### config.mk
export PLATFORM = sky130hd
export DESIGN_NAME = twin_clk_gate
export DESIGN_NICKNAME = d
export VERILOG_FILES = /design/src/rtl/twin_clk_gate.sv
export SDC_FILE = /design/constraint.sdc
export NUM_CORES = 1
export LEC_CHECK = 0
export CAP_MARGIN = 20
export CORE_MARGIN = 2
export CORE_UTILIZATION = 59
export CTS_BUF_LIST = sky130_fd_sc_hd__clkbuf_8
export DETAILED_ROUTE_END_ITERATION = 10
export PLACE_DENSITY = 0.87
export SYNTH_ARGS = -nofsm -noshare
export SYNTH_HDL_FRONTEND = slang
export SYNTH_SLANG_ARGS = --single-unit
### constraint.sdc
create_clock -name clk -period 2.4 [get_ports clk]
set_input_delay 0.48 -clock clk [delete_from_list [all_inputs] [get_ports clk]]
set_output_delay 0.48 -clock clk [all_outputs]
set_load 0.05 [all_outputs]
### src/rtl/twin_clk_gate.sv
module twin_clk_gate #(
  parameter int STAB_CYCLES = 8000,
  parameter int PD_MIN      = 64
) (
  input  logic       clk,
  input  logic       rst_n,
  input  logic       src_mst,
  input  logic       src_pre,
  input  logic       src_div,
  input  logic       ctrl0,
  input  logic       ctrl1,
  input  logic       cfg_we,
  input  logic [3:0] cfg_wdata,
  output logic       out0,
  output logic       out0_oe,
  output logic       out1,
  output logic       out1_oe
);
  localparam int SW = $clog2(STAB_CYCLES + 1);
  localparam int PW = $clog2(PD_MIN + 1);

  typedef enum logic [1:0] {ST_STAB = 2'd0, ST_RUN = 2'd1, ST_DRAIN = 2'd2, ST_DOWN = 2'd3} pwr_t;

  pwr_t          st;
  logic [3:0]    cfg;
  logic [1:0]    c0_s, c1_s;
  logic [SW-1:0] stab_cnt;
  logic [PW-1:0] pd_cnt;
  logic          sel_q, oe0, oe1;

  wire c0  = c0_s[1];
  wire c1  = c1_s[1];
  wire en0 = cfg[0];
  wire sel0 = cfg[1];
  wire pdn0 = cfg[2];
  wire pdn1 = cfg[3];

  wire off0      = (cfg[2:0] == 3'b000);
  wire role0_pd  = pdn0 | off0;
  wire role0_oe  = !pdn0 & en0;
  wire role0_mux = !pdn0 & !en0 & sel0;

  wire pd_raw  = (role0_pd & c0) | (pdn1 & c1);
  wire pd_hold = (pd_cnt == PW'(PD_MIN));

  wire sel_tgt = role0_mux ? c0 : sel0;
  wire src0    = sel_q ? src_pre : src_mst;

  wire want0 = (st == ST_RUN) & !off0 & !(role0_oe & c0);
  wire want1 = (st == ST_RUN) & !(!pdn1 & c1);

  always_ff @(posedge clk or negedge rst_n) begin
    if (!rst_n) begin
      c0_s <= 2'b00;
      c1_s <= 2'b00;
    end else begin
      c0_s <= {c0_s[0], ctrl0};
      c1_s <= {c1_s[0], ctrl1};
    end
  end

  always_ff @(posedge clk or negedge rst_n) begin
    if (!rst_n)
      cfg <= 4'b0011;
    else if (cfg_we && st != ST_DOWN)
      cfg <= cfg_wdata;
  end

  always_ff @(posedge clk or negedge rst_n) begin
    if (!rst_n)
      pd_cnt <= '0;
    else if (!pd_raw)
      pd_cnt <= '0;
    else if (!pd_hold)
      pd_cnt <= pd_cnt + 1'b1;
  end

  always_ff @(posedge clk or negedge rst_n) begin
    if (!rst_n) begin
      st       <= ST_STAB;
      stab_cnt <= '0;
    end else begin
      case (st)
        ST_STAB: begin
          if (pd_hold) begin
            st <= ST_DOWN;
          end else if (stab_cnt == SW'(STAB_CYCLES - 1)) begin
            st <= ST_RUN;
          end else begin
            stab_cnt <= stab_cnt + 1'b1;
          end
        end
        ST_RUN:   if (pd_hold) st <= ST_DRAIN;
        ST_DRAIN: if (!oe0 && !oe1) st <= ST_DOWN;
        default: begin
          if (!pd_raw) begin
            st       <= ST_STAB;
            stab_cnt <= '0;
          end
        end
      endcase
    end
  end

  always_ff @(posedge clk or negedge rst_n) begin
    if (!rst_n) begin
      sel_q <= 1'b1;
      oe0   <= 1'b0;
      oe1   <= 1'b0;
    end else begin
      if (!src_mst && !src_pre) sel_q <= sel_tgt;
      if (!src0)    oe0 <= want0;
      if (!src_div) oe1 <= want1;
    end
  end

  assign out0    = oe0 & src0;
  assign out1    = oe1 & src_div;
  assign out0_oe = oe0;
  assign out1_oe = oe1;
endmodule

Word level (Yosys, flattened, before mapping)
Cells that the tools add are included.
{"block": "word_totals", "regBits": 33, "latchBits": 0, "ram_bits": 0, "mem_bits_ro": 0, "input_bits": 12, "output_inout_bits": 4, "elab_cells": 71, "n_memories": 0}
{"block": "op_classes", "add_sub_neg": 2, "mul": 0, "div": 0, "order_cmp": 0, "eq_ne": 13, "shift": 0, "n_mux": 14, "bitwise_logic": 15, "reduce_logical": 18}
{"operator": "13-bit two-way mux", "n": 3}
{"operator": "13-bit one-hot mux with 2 select lines", "n": 1}
{"operator": "7-bit two-way mux", "n": 2}
{"operator": "13-bit by 1-bit adder with 13-bit output, second input constant", "n": 1}
{"operator": "13-bit equality test, second input constant", "n": 1}
{"operator": "1-bit AND", "n": 12}
{"operator": "2-bit != test, second input constant", "n": 6}
{"operator": "1-bit logical NOT", "n": 10}
{"operator": "2-bit two-way mux", "n": 5}
{"operator": "4-bit AND reduction", "n": 2}
{"operator": "7-bit by 1-bit adder with 7-bit output, second input constant", "n": 1}
{"operator": "7-bit equality test, second input constant", "n": 1}
{"operator": "2-bit one-hot mux with 3 select lines", "n": 1}
{"operator": "4-bit by 1-bit != test with 1-bit output, second input constant", "n": 1}
{"operator": "1-bit logical AND", "n": 3}
{"operator": "3-bit logical NOT", "n": 1}
{"operator": "3-bit != test, second input constant", "n": 1}
{"operator": "2-bit by 1-bit equality test with 1-bit output, second input constant", "n": 1}
{"operator": "2-bit equality test, second input constant", "n": 1}
{"operator": "2-bit logical NOT", "n": 1}
{"operator": "1-bit two-way mux", "n": 2}
{"operator": "2-bit by 1-bit != test with 1-bit output, second input constant", "n": 1}
{"operator": "1-bit bitwise OR", "n": 2}
{"operator": "2-bit OR reduction", "n": 1}
{"operator": "1-bit NOT", "n": 1}

Depth between registers and ports, before layout
Gate-level depths: netlist (run 1).
{"block": "logic_depth", "ltp_word": 6, "ltp_mapped": 7, "mapped_depth_nobuf": 6}

Worst setup path after synthesis (run 1)
OpenSTA, ideal clock, no wires.
{"block": "synth_timing", "path_type": "register to register", "startpoint": "reg stab_cnt[0]", "endpoint": "reg st[1]", "setup_ns": 0.128, "arrival_ns": 1.926, "t_required_ns": 2.272, "slack_ns": 0.346, "stages_incl_launch_ff": 7, "n_path_buf": 0, "period_less_slack_ns": 2.054, "cell_sequence": "dfrtp_1 > ha_1 > nand4_1 > or4_4 > a21o_1 > a21oi_2 > mux2_1"}
{"block": "synth_between", "elab_chain_len": 3}
{"item": "start: declaration", "line": "27", "rtl": "logic [SW-1:0] stab_cnt;"}
{"item": "start signal: assignment", "line": "90", "rtl": "stab_cnt <= stab_cnt + 1'b1;"}
{"item": "13-bit equality test", "line": "87", "rtl": "end else if (stab_cnt == SW'(STAB_CYCLES - 1)) begin"}
{"item": "3-bit != test (no line)"}
{"item": "4-bit AND reduction (no line)"}
{"item": "end signal: assignment", "line": "86", "rtl": "st <= ST_DOWN;"}
{"item": "end signal: assignment", "line": "88", "rtl": "st <= ST_RUN;"}
{"item": "end signal: assignment", "line": "93", "rtl": "ST_RUN: if (pd_hold) st <= ST_DRAIN;"}
{"item": "end: declaration", "line": "24", "rtl": "pwr_t st;"}
No other way between the ends.
A chain may end at the register's enable or synchronous reset.

Worst setup path after layout (run 1)
Ends and elaborated chain as after synthesis.

==> impl_metrics.env, run 1 <==
export IMPL_synth_adder_area_share_pct=5.03
export IMPL_grtUsageTotal_pct=24.9
export IMPL_max_stage_delay_ns=0.62
export IMPL_clock_root_buffer="clkbuf_8"
export IMPL_drtAntennaViolNets=0
export IMPL_critPathArrivalTime_ns=2.42
export IMPL_synth_ff_type="dfrtp_1"
export IMPL_synth_compound_area_share_pct=14.5
export IMPL_status="finished clean"
export IMPL_wl_met3_um=194
export IMPL_period_needed_ns=2.24
export IMPL_cts_hold_buf=0
export IMPL_reg2reg_from="stab_cnt[0]"
export IMPL_cts_tree="yes"
export IMPL_synth_area_leaders="dfrtp_1, mux2_2, ha_1, dfstp_2, nor2_1"
export IMPL_ys_ff_latch=33
export IMPL_multi_input_comb_area_sq_um=868
export IMPL_synth_simple_area_share_pct=20.8
export IMPL_first_pass_iters=4
export IMPL_required_ns=2.57
export IMPL_synth_top_family_by_area="simple AND/OR/NAND/NOR gates"
export IMPL_crit_chain="ha_1 -> nand4_1 -> or4_4 -> a21o_1 -> a21oi_2 -> mux2_1"
export IMPL_drive_above_1_share_pct=16.3
export IMPL_syn_nets=191
export IMPL_hpwlAfterDp_mm=2.68
export IMPL_synth_top_area_share_pct=43.1
export IMPL_critPathKind="reg2reg"
export IMPL_clockBufferDepth=2
export IMPL_finalCritPeriodShare_pct=93.5
export IMPL_synthXorXnorAreaFrac_pct=2.51
export IMPL_met1Wirelength_mm=1.56
export IMPL_clock_latency_ns=0.29
export IMPL_hp_start="c1_s[0]"
export IMPL_grt_pass1_wl_mm=6.23
export IMPL_synth_warnings=0
export IMPL_top_layer_used="met4"
export IMPL_fmax_mhz=446
export IMPL_maxCapViolCount=0
export IMPL_cp_startpoint="stab_cnt[0]"
export IMPL_regArea_sq_um=830
export IMPL_synthCells=172
export IMPL_dieArea_sq_um=3400
export IMPL_fin_tns_setup_ns=0
export IMPL_drt_iter0_drc=72
export IMPL_worstSetupEndpointType="flop"
export IMPL_wl_met2_mm=1.89
export IMPL_wl_mm=3.72
export IMPL_fin_area_sq_um=2090
export IMPL_synthMuxAreaShare_pct=6.96
export IMPL_overflow=0
export IMPL_crit_fanout=5
export IMPL_grt_pass1_vias=1332
export IMPL_synth_cell_types=43
export IMPL_slowest_stage="or4_4"
export IMPL_port_buffer_count=15
export IMPL_syn_area_sq_um=1740
export IMPL_fillCellCount=183
export IMPL_cts_sinks=33
export IMPL_initial_core_util_pct=62.7
export IMPL_hold_violations=0
export IMPL_area_growth_pct=20.0
export IMPL_viasPerCell=6.15
export IMPL_fin_nets=214
export IMPL_avgSynthCellArea_sq_um=10.1
export IMPL_io_pins=16
export IMPL_relSlewSlack_pct=67.4
export IMPL_synth_async_reset_ratio_pct=100
export IMPL_dpl_cell_area_sq_um=1970
export IMPL_die_w_um=58.4
export IMPL_antenna_found_initial=0
export IMPL_p_leak_nw=0.903
export IMPL_skew_ns=0.00580
export IMPL_core_area_sq_um=2780
export IMPL_fp_row_count=19
export IMPL_synth_area_leader_cell="dfrtp_1"
export IMPL_synth_seq_area_share_pct=47.6
export IMPL_crit_path_start_kind="flop"
export IMPL_slew_violations=0
export IMPL_path_clk_slew_ns=0.07
export IMPL_finalPower_w=0.00124
export IMPL_synth_edff_count=0
export IMPL_wl_per_cell_um=16.4
export IMPL_grt_setup_unrepaired="no"
export IMPL_h_tree_depth=2
export IMPL_drc_errors=0
export IMPL_tightest_slew_ns=0.483
export IMPL_gp_congestion=0.987
export IMPL_vias=1397
export IMPL_grt_max_degree=34
export IMPL_die_h_um=58.4
export IMPL_cts_resized=0
export IMPL_utilization_pct=75.2
export IMPL_setup_viol=0
export IMPL_peakVddDrop_mv=0.689
export IMPL_cts_made_buffers=5
export IMPL_cts_setup_buffers=0
export IMPL_diodes=0
export IMPL_hp_class="reg2reg"
export IMPL_power_density_nw_per_um2=595
-- area by class of cell --
cell class	instances	area share, %
clock buffer	6	3.95
clock inverter	2	1.80
inverter	7	1.26
multi-input combinational	128	41.5
sequential	33	39.7
tap	31	1.86
timing repair buffer	20	9.93
-- kinds of logic after synthesis --
group / count (synthesis)
flip-flops: 33
multiplexers: 11
AND/OR/NAND/NOR: 70
XOR/XNOR: 5
adder cells (fa/ha/maj): 7
buffers and inverters: 11
AO/OA/AOI/OAI: 35
-- Yosys cell counts (3+ instances only) --
master and number:
o31ai_1 4, nand3b_1 3, nand2b_1 4, nor2b_1 3, nor2_1 18, inv_1 7
xnor2_1 3, ha_1 7, dfrtp_1 30, a21oi_1 6, dfstp_2 3, nand2_1 13
nand4_1 4, nand3_1 12, a22o_1 5, mux2_2 8, o21ai_0 6, clkbuf_1 3
-- flip-flops by register name, summed over array words and instances, names as in the netlist --
register  flops
pd_cnt        7
out0_oe       1
st            2
sel_q         1
stab_cnt     13
c0_s          2
c1_s          2
cfg           4
out1_oe       1
-- layer usage --
metal	global-route usage (%)	vias to the layer above
met5	0	-
met3	8.13	11
met1	30.8	667
met2	40.1	49
li1	-	670
met4	10.3	0
-- worst paths after layout --
check                                to  slack [ns]  cells past startpoint
min                             c1_s[1]        0.36                      0
min reg2reg                     c1_s[1]        0.36                      0
max                               st[1]        0.16                      6
max reg2reg                       st[1]        0.16                      6
min in group asynchronous  stab_cnt[12]        0.59                      2
max in group asynchronous        cfg[0]        1.49                      2
-- layout by cell type, fill, tap and decap left out, drive strengths merged, types with 4 or more instances in the layout --
master	instances
nand2	13
mux2	9
clkdlybuf4s50	13
clkbuf	6
ha	7
o31ai	4
dfrtp	30
nand4	4
a22o	5
inv	7
a21oi	7
o21ai	7
nand2b	4
nor2	18
buf	7
nand3	12
-- critical path: cells and delay by family, from the launching register on --
| kind | cells | cell delay [ns] |
|---|---|---|
| flip-flops | 1 | 0.39 |
| AND/OR/NAND/NOR | 2 | 0.78 |
| AO/OA/AOI/OAI | 2 | 0.41 |
| multiplexers | 1 | 0.34 |
| adder cells (fa/ha/maj) | 1 | 0.21 |
-- metrics by stage --
stage	setup WS, ns	std cells	hold WS, ns
after global placement	0.289	219	0.335
after global routing	0.0706	227	0.365
after floorplan	0.346	172	0.184
after detailed placement	0.162	219	0.346
final	0.156	227	0.359
after CTS	0.156	227	0.362
-- power breakdown --
group	switching (W)	internal, W	total [W]
combinational	0.0000466	0.0000497	0.0000963
sequential	0.0000221	0.000584	0.000607
clock	0.000204	0.000337	0.000541
total	0.000273	0.000971	0.00124
(Power assumes the default switching activity.)
==> run 2: changes to the inputs <==
ABC_CLOCK_PERIOD_IN_PS = 2400   (was default)
REMOVE_ABC_BUFFERS = 1   (was default)
TNS_END_PERCENT = 20   (was default)
==> impl_metrics.env, run 2 (synthesis gave the netlist of run 1 again) <==
export IMPL_final_common_cell="dfrtp_1"
export IMPL_h_tree_depth=2
export IMPL_largest_reg_flops=13
export IMPL_critPathKind="reg2reg"
export IMPL_wl_mm=3.63
export IMPL_rrSetupSlack_ns=0.13
export IMPL_critPathArrivalTime_ns=2.43
export IMPL_finalPower_w=0.00110
export IMPL_hp_start="c1_s[0]"
export IMPL_fp_row_count=19
export IMPL_path_clk_slew_ns=0.07
export IMPL_clock_latency_ns=0.28
export IMPL_dp_cells=219
export IMPL_grt_setup_unrepaired="no"
export IMPL_slew_violations=0
export IMPL_maxCapViolCount=0
export IMPL_reg_top3="stab_cnt: 13 flops, pd_cnt: 7 flops, cfg: 4 flops"
export IMPL_hp_class="reg2reg"
export IMPL_crit_fanout=5
export IMPL_fin_cells=227
export IMPL_port_buffer_count=15
export IMPL_drive_above_1_share_pct=15.8
export IMPL_multi_input_comb_area_sq_um=868
export IMPL_setup_viol=0
export IMPL_cts_hold_buf=0
export IMPL_core_area_sq_um=2780
export IMPL_antenna_found_initial=0
export IMPL_diodes=0
export IMPL_reg2reg_from="stab_cnt[0]"
export IMPL_whs_path_depth=0
export IMPL_grt_max_degree=34
export IMPL_regMostFlops="stab_cnt"
export IMPL_hold_violations=0
export IMPL_drc_errors=0
export IMPL_cts_sinks=33
export IMPL_drt_iter0_drc=99
export IMPL_required_ns=2.56
export IMPL_vias=1401
export IMPL_worstSetupEndpointType="flop"
export IMPL_regArea_sq_um=830
export IMPL_io_pins=16
export IMPL_power_density_nw_per_um2=534
export IMPL_gp_congestion=0.874
export IMPL_cts_tree="yes"
export IMPL_tightest_slew_ns=0.508
export IMPL_p_leak_nw=0.894
export IMPL_die_w_um=58.4
export IMPL_hpwlAfterDp_mm=2.59
export IMPL_dieArea_sq_um=3400
export IMPL_final_cell_mix="dfrtp_1, nor2_1, nand2_1, clkdlybuf4s50_1, nand3_1"
export IMPL_clock_root_buffer="clkbuf_8"
export IMPL_die_h_um=58.4
export IMPL_fmax_mhz=440
export IMPL_hold_path_endpoint="c1_s[1]"
export IMPL_wl_per_cell_um=16.0
export IMPL_finalCritPeriodShare_pct=94.6
export IMPL_fillCellCount=178
export IMPL_grt_pass1_wl_mm=6.27
export IMPL_period_needed_ns=2.27
export IMPL_fin_nets=214
export IMPL_overflow=0
export IMPL_initial_core_util_pct=62.7
export IMPL_clockBufferDepth=2
export IMPL_grt_pass1_vias=1355
export IMPL_rr_endpoint="st[1]"
export IMPL_status="finished clean"
export IMPL_viasPerCell=6.17
export IMPL_skew_ns=0.00705
export IMPL_grtUsageTotal_pct=24.5
export IMPL_first_pass_iters=5
export IMPL_fin_tns_setup_ns=0
export IMPL_cts_resized=0
export IMPL_area_growth_pct=17.8
export IMPL_cts_setup_buffers=0
export IMPL_rr_worst_depth=6
export IMPL_relSlewSlack_pct=65.8
export IMPL_peakVddDrop_mv=0.632
export IMPL_fin_hold_ws_ns=0.360
export IMPL_cts_made_buffers=5
export IMPL_drtAntennaViolNets=0
export IMPL_crit_path_start_kind="flop"
[run 2: changes by cell type in the layout (fill, tap and decap cells not counted), sizes merged]
cell,delta
clkinv,+2
bufinv,-1
inv,+1
clkinvlp,-1
clkbuf,-1
[run 2: layout make-up]
type	count	area share [%]
multi-input cells	128	42.3
flip-flops and latches	33	40.4
well taps	31	1.89
clock buffers	5	3.35
repair buffers	20	10.1
inverters	7	1.28
clock inverters	3	0.670
[run 2: metal layers]
layer | track usage [%] | share of wire (%)
met5 | 0 | 0
met4 | 6.64 | 1.2
met3 | 6.15 | 6.4
met2 | 39.3 | 49
met1 | 33.3 | 43
[run 2: worst max path at each step]
stage / from / endpoint / slack (ns) / cells past startpoint
after floorplan: st[0] / stab_cnt[6] / 0.23 / 6
after global placement: stab_cnt[0] / st[1] / 0.29 / 6
after detailed placement: stab_cnt[0] / st[1] / 0.19 / 6
after CTS: stab_cnt[0] / st[1] / 0.14 / 6
after global routing: stab_cnt[0] / st[1] / 0.04 / 6
final: stab_cnt[0] / st[1] / 0.13 / 6
[run 2: power by group]
| part | internal [W] | switching (W) | total [W] |
|---|---|---|---|
| combinational | 0.0000501 | 0.0000486 | 0.0000987 |
| sequential | 0.000584 | 0.0000200 | 0.000604 |
| clock | 0.000196 | 0.000196 | 0.000393 |
| total | 0.000831 | 0.000265 | 0.00110 |
[run 2: critical path, cell delays in order, from the launching register on]
cell	delay, ns
dfrtp_1	0.40
ha_1	0.23
nand4_1	0.16
or4_4	0.61
a21o_1	0.22
a21oi_2	0.19
mux2_1	0.33
[run 2: per-stage QoR]
step	cell area (sq um)	utilization, %	setup WS [ns]
after floorplan	1720	-	0.229
after global placement	1970	70.9	0.294
after detailed placement	1970	70.9	0.194
after CTS	2050	73.8	0.142
after global routing	2050	73.8	0.0406
final	2050	73.8	0.129
